==> src/rtl/tmr_pkg.sv <==
package tmr_pkg;

    localparam int NCH   = 3;
    localparam int SEL_W = 2;

    localparam logic MODE_PURGE   = 1'b0;
    localparam logic MODE_SIMPLEX = 1'b1;

    typedef enum logic [1:0] {
        ST_FULL    = 2'd0,
        ST_DUPLEX  = 2'd1,
        ST_SIMPLEX = 2'd2,
        ST_FAIL    = 2'd3
    } stage_e;

endpackage

==> src/rtl/tmr_cmp.sv <==
// Exact-match comparison of all channel pairs and per-channel outlier flags.
module tmr_cmp
    import tmr_pkg::*;
#(
    parameter int DW = 32
) (
    input  logic [NCH-1:0][DW-1:0] ch_i,
    output logic [NCH-1:0]         eq_o,   // eq_o[g]: channel g equals channel (g+1)%NCH
    output logic [NCH-1:0]         odd_o   // odd_o[g]: channel g differs from both others
);

    for (genvar g = 0; g < NCH; g++) begin : g_pair
        localparam int NXT = (g + 1) % NCH;
        localparam int PRV = (g + 2) % NCH;
        assign eq_o[g]  = (ch_i[g] == ch_i[NXT]);
        assign odd_o[g] = (ch_i[g] != ch_i[NXT]) && (ch_i[g] != ch_i[PRV]);
    end

endmodule

==> src/rtl/tmr_mux.sv <==
// Channel selector indexed by a small select code.
module tmr_mux
    import tmr_pkg::*;
#(
    parameter int DW = 32
) (
    input  logic [NCH-1:0][DW-1:0] ch_i,
    input  logic [SEL_W-1:0]       sel_i,
    output logic [DW-1:0]          val_o
);

    always_comb begin
        val_o = ch_i[0];
        for (int k = 0; k < NCH; k++) begin
            if (sel_i == SEL_W'(k)) begin
                val_o = ch_i[k];
            end
        end
    end

endmodule

==> src/rtl/tmr_ctl.sv <==
// Degradation policy: decides the next stage, purge set and output channel.
module tmr_ctl
    import tmr_pkg::*;
(
    input  logic             valid_i,
    input  logic             mode_i,
    input  stage_e           stage_q_i,
    input  logic [NCH-1:0]   purged_q_i,
    input  logic [SEL_W-1:0] sel_q_i,
    input  logic [NCH-1:0]   eq_i,
    input  logic [NCH-1:0]   odd_i,
    input  logic             ref_ok_i,
    output stage_e           stage_d_o,
    output logic [NCH-1:0]   purged_d_o,
    output logic [SEL_W-1:0] sel_d_o,
    output logic             load_o
);

    logic all_diff;
    logic survivors_agree;
    logic [SEL_W-1:0] bad_idx;

    assign all_diff = ~|eq_i;

    always_comb begin
        bad_idx = '0;
        for (int c = 0; c < NCH; c++) begin
            if (odd_i[c]) begin
                bad_idx = SEL_W'(c);
            end
        end
    end

    always_comb begin
        survivors_agree = 1'b0;
        for (int c = 0; c < NCH; c++) begin
            if (purged_q_i[c]) begin
                survivors_agree = eq_i[(c + 1) % NCH];
            end
        end
    end

    always_comb begin
        stage_d_o  = stage_q_i;
        purged_d_o = purged_q_i;
        sel_d_o    = sel_q_i;
        load_o     = 1'b0;
        if (valid_i) begin
            unique case (stage_q_i)
                ST_FULL: begin
                    if (all_diff) begin
                        stage_d_o = ST_FAIL;
                    end else if (|odd_i) begin
                        load_o = 1'b1;
                        if (mode_i == MODE_PURGE) begin
                            stage_d_o  = ST_DUPLEX;
                            purged_d_o = odd_i;
                            sel_d_o    = (bad_idx == '0) ? SEL_W'(1) : SEL_W'(0);
                        end else begin
                            stage_d_o = ST_SIMPLEX;
                            if (bad_idx == '0) begin
                                purged_d_o = 3'b101;
                                sel_d_o    = SEL_W'(1);
                            end else begin
                                purged_d_o = 3'b110;
                                sel_d_o    = SEL_W'(0);
                            end
                        end
                    end else begin
                        load_o  = 1'b1;
                        sel_d_o = '0;
                    end
                end
                ST_DUPLEX: begin
                    if (survivors_agree) begin
                        load_o = 1'b1;
                    end else begin
                        stage_d_o = ST_FAIL;
                    end
                end
                ST_SIMPLEX: begin
                    if (ref_ok_i) begin
                        load_o = 1'b1;
                    end else begin
                        stage_d_o = ST_FAIL;
                    end
                end
                default: begin
                    stage_d_o = ST_FAIL;
                end
            endcase
        end
    end

endmodule

==> src/rtl/tmr_purge_sel.sv <==
// Top level: registers the selector state in two-process style.
module tmr_purge_sel
    import tmr_pkg::*;
#(
    parameter int DW = 32
) (
    input  logic          clk_i,
    input  logic          rst_ni,
    input  logic          valid_i,
    input  logic          mode_i,
    input  logic [DW-1:0] ch0_i,
    input  logic [DW-1:0] ch1_i,
    input  logic [DW-1:0] ch2_i,
    input  logic [DW-1:0] ref_i,
    output logic [DW-1:0] out_o,
    output logic [2:0]    err_o,
    output logic [2:0]    purged_o,
    output logic          fail_o
);

    typedef struct packed {
        logic [DW-1:0]    out;
        logic [NCH-1:0]   err;
        logic [NCH-1:0]   purged;
        logic [SEL_W-1:0] sel;
        stage_e           stage;
    } state_t;

    state_t st_d, st_q;

    logic [NCH-1:0][DW-1:0] chans;
    logic [NCH-1:0]         eq;
    logic [NCH-1:0]         odd;
    logic [DW-1:0]          cur_val;
    logic [DW-1:0]          new_val;
    logic                   ref_ok;
    stage_e                 stage_nx;
    logic [NCH-1:0]         purged_nx;
    logic [SEL_W-1:0]       sel_nx;
    logic                   load;

    assign chans = {ch2_i, ch1_i, ch0_i};

    tmr_cmp #(.DW(DW)) cmp_i (
        .ch_i  (chans),
        .eq_o  (eq),
        .odd_o (odd)
    );

    tmr_mux #(.DW(DW)) cur_mux_i (
        .ch_i  (chans),
        .sel_i (st_q.sel),
        .val_o (cur_val)
    );

    assign ref_ok = (cur_val == ref_i);

    tmr_ctl ctl_i (
        .valid_i    (valid_i),
        .mode_i     (mode_i),
        .stage_q_i  (st_q.stage),
        .purged_q_i (st_q.purged),
        .sel_q_i    (st_q.sel),
        .eq_i       (eq),
        .odd_i      (odd),
        .ref_ok_i   (ref_ok),
        .stage_d_o  (stage_nx),
        .purged_d_o (purged_nx),
        .sel_d_o    (sel_nx),
        .load_o     (load)
    );

    tmr_mux #(.DW(DW)) new_mux_i (
        .ch_i  (chans),
        .sel_i (sel_nx),
        .val_o (new_val)
    );

    always_comb begin
        st_d        = st_q;
        st_d.stage  = stage_nx;
        st_d.purged = purged_nx;
        st_d.sel    = sel_nx;
        if (valid_i) begin
            st_d.err = odd;
        end
        if (load) begin
            st_d.out = new_val;
        end
    end

    always_ff @(posedge clk_i) begin
        if (!rst_ni) begin
            st_q <= '{out: '0, err: '0, purged: '0, sel: '0, stage: ST_FULL};
        end else begin
            st_q <= st_d;
        end
    end

    assign out_o    = st_q.out;
    assign err_o    = st_q.err;
    assign purged_o = st_q.purged;
    assign fail_o   = (st_q.stage == ST_FAIL);

endmodule

==> config.mk <==
export PLATFORM = sky130hd
export DESIGN_NAME = tmr_purge_sel
export DESIGN_NICKNAME = d
export VERILOG_FILES = /design/src/rtl/tmr_pkg.sv /design/src/rtl/tmr_cmp.sv /design/src/rtl/tmr_mux.sv /design/src/rtl/tmr_ctl.sv /design/src/rtl/tmr_purge_sel.sv
export SDC_FILE = /design/constraint.sdc
export NUM_CORES = 1
export LEC_CHECK = 0
export ABC_AREA = 1
export BUFFER_PORTS_ARGS = -buffer_cell sky130_fd_sc_hd__buf_2
export CORE_ASPECT_RATIO = 1.1
export CORE_MARGIN = 2
export CORE_UTILIZATION = 46
export DETAILED_ROUTE_END_ITERATION = 8
export GPL_ROUTABILITY_DRIVEN = 0
export MAX_ROUTING_LAYER = met4
export PLACE_DENSITY = 0.74
export SYNTH_ARGS = -nofsm -noshare
export SYNTH_HDL_FRONTEND = slang
export SYNTH_SLANG_ARGS = --single-unit
==> constraint.sdc <==
create_clock -name clk_i -period 2.1 [get_ports clk_i]
set_clock_uncertainty 0.2 [all_clocks]
set_input_delay 0.315 -clock clk_i [delete_from_list [all_inputs] [get_ports clk_i]]
set_output_delay 0.315 -clock clk_i [all_outputs]
set_load 0.02 [all_outputs]
==> out/results.txt <==
Chip Height - 119.1 um
Avg Cell Area, Syn - 5.031 um^2
setup ws final - -0.6794 ns
Port Buffers - 170
Worst setup EP type - flop
wire per inst - 13.74 um
peak fanout along the critical path - 7
Post-Route WL - 21,410 um
ys flop type - dfxtp_1
most numerous cell in the Yosys netlist - nand2_1
Final min period - 2.779 ns
Hold Buf Count CTS - 0
synth-to-layout area growth - 48.59%
status - finished with violations
worst rel slew slack - 0.6729
Cell Rows - 42
Hold Path Class - primary input to flop
worst-skew pair later-pin latency - 0.30 ns
Worst R2R End - out_o[6]$_SDFFE_PN0P_
vias per std cell - 4.967
first-pass GRT wire length - 31,160 um
Crit Path Category - flop to flop
EDFF count, synth - 0
area leader, netlist - nand2_1
fill count - 1,101
register area - 848.3 um^2
R2R Path Start - st_q[2]$_SDFF_PN0_
Detailed Route Iter0 Violations - 683
Total Neg Setup Slack - -21.86 ns
Root Buffer - clkbuf_16
Final period util - 1.324
Die W - 108.6 um
share of the synthesized area in the top cell type - 0.3436
Top-Level Pins - 171
die area - 12,940 um^2
Synth Cell Area - 5539 um^2
RSZ-0062 raised after global routing - true
synthesized flop and latch total - 42
total grt overflow - 0
initial antenna violation count - 0
VDD IR-drop max - 0.0002813 V
fin nets - 1,536
antenna diode count - 0
Endpoint, Worst Hold - out_o[4]$_SDFFE_PN0P_
worst-margin pin slew - 0.4906 ns
Leak - 4.838 nW
violated checks - negative setup slack
Post-DP HPWL - 15,490 um
Core ar. - 11,880 um^2
layout cells sized above 1 - 0.2883
post-route ant nets - 0
synth top area cells - nand2_1 (34%), dfxtp_1 (15%), inv_1 (12%), xnor2_1 (12%), nand3_1 (10%)
number of buffers created by CTS - 5
Async S/R FF share, synth - 0
Multi-input gate area - 4038 um^2
final setup fails - 34
post-layout util - 0.6930
cell count after placement - 1,533
CTS tree - built
Mapped Cells - 1,101
Critical Path AT - 2.77 ns
syn nets - 1,233
Initial Util - 0.4664
Max Fclk - 359.8 MHz
count of final hold-check violations - 0
Worst-path clk slew - 0.07 ns
via count - 7,744
DRT Pass-1 Iters - 6
Hold Crit Start - ch2_i[4]
All-Layer GR Usage - 0.3105
Commonest cells post-synth - nand2_1 (507), inv_1 (172), nand3_1 (111), nor2_1 (111), xnor2_1 (73)
fin cells - 1,559
Hold WS - 0.2052 ns
power density cells - 320.1 nW/um^2
reg-to-reg slack, setup - -0.68 ns
Max Cap Viol - 0
Syn. warnings - 0
R2R depth - 19
Worst Path Required - 2.10 ns
clock sink count - 42
DP Worst Slack - -0.5665 ns
Unique masters post-synth - 22
H-tree levels - 2
largest net degree at the start of global routing - 29
Startpoint Class - flop
Final Max Tran Viols - 0
vias in the first global route - 6,792
DRC errors left - 0
Clock Tree Buf Depth - 2
sequential area share after synthesis - 0.1518
hold-critical path depth - 5
-- worst max path at each step --
stage | from | to | slack (ns)
2_1_floorplan | st_q[2]$_SDFF_PN0_ | out_o[0]$_SDFFE_PN0P_ | -0.13
3_3_place_gp | ch2_i[14] | out_o[27]$_SDFFE_PN0P_ | -0.50
3_5_place_dp | st_q[3]$_SDFF_PN0_ | out_o[0]$_SDFFE_PN0P_ | -0.57
4_1_cts | st_q[2]$_SDFF_PN0_ | out_o[0]$_SDFFE_PN0P_ | -0.41
5_1_grt | st_q[2]$_SDFF_PN0_ | out_o[7]$_SDFFE_PN0P_ | -0.77
6_report | st_q[2]$_SDFF_PN0_ | out_o[6]$_SDFFE_PN0P_ | -0.68
-- area by class of cell --
cell class                      count  share of cell area
Multi-Input combinational cell    849              0.4906
Timing Repair Buffer              330              0.2817
Sequential cell                    42              0.1031
Inverter                          176             0.08118
Tap cell                          154             0.02341
Clock buffer                        5             0.01520
Clock inverter                      3            0.004865
-- state kept, by name (all words and copies together) (netlist names) --
register / flops
out_o: 32
err_o: 3
st_q: 4
purged_o: 3
-- layout by cell type (no fill, tap or decap), drive strengths merged --
cell type / synthesis / routed
buf: 30 / 324
nand4: 18 / 18
inv: 176 / 176
clkinv: 0 / 2
o21ai: 6 / 6
a211oi: 1 / 1
bufinv: 0 / 1
clkbuf: 5 / 11
a21oi: 7 / 7
xnor2: 73 / 73
dfxtp: 42 / 42
nand3: 112 / 112
nor2: 114 / 114
nand3b: 8 / 8
nand2: 508 / 509
o2111ai: 1 / 1
-- kinds of logic after synthesis --
kind of cell / after synthesis / share of synthesized area
buf+inv: 211 / 0.1563
simple gates: 760 / 0.5618
flops: 42 / 0.1518
xor+xnor: 73 / 0.1154
compound gates: 15 / 0.01468
-- critical path, stage by stage, from the launching register on --
cell and delay [ns]:
dfxtp_4 0.38, buf_12 0.11, nor2_8 0.04, nor2_4 0.16, buf_6 0.15, buf_12 0.12, nand2_1 0.06, nand2_1 0.07
nand2_1 0.04, nand2_1 0.05, nand2_1 0.08, nor2_1 0.10, nand2_1 0.09, nor2_1 0.22, nand3_2 0.17, nand3_4 0.16
nand2_8 0.10, clkbuf_16 0.19, nor2_1 0.12, nor2_1 0.05
-- through the flow --
stage | power, mW | instance area, um^2
finish | 2.635 | 8230
global route | 2.773 | 8230
CTS | 2.617 | 7789
detailed placement | 1.695 | 7556
global placement | 1.680 | 7556
floorplan | 1.235 | 5567
-- what timing repair did --
item,CTS,global route
hold endpoints to repair,0,0
gates cloned,0,8
buffers inserted,2,10
resized for setup,18,64
pin swaps,2,38
setup endpoints to repair,34,36
-- power by group --
group	internal, mW	switching, mW	total (mW)	leakage [nW]
clock network	0.558	0.357	0.915	0.0836
logic	0.437	0.477	0.914	4.41
registers	0.800	0.00441	0.805	0.341
-- layer usage --
metal | global-route usage | wire length [um] | vias up | share of wire
li1 | - | - | 3894 | -
met1 | 0.3803 | 8421 | 3392 | 0.39
met2 | 0.5273 | 10300 | 385 | 0.48
met3 | 0.03996 | 1965 | 73 | 0.092
met4 | 0.09455 | 722 | 0 | 0.034
met5 | - | 0 | - | 0
No activity file was read; power rests on OpenSTA's default activity.
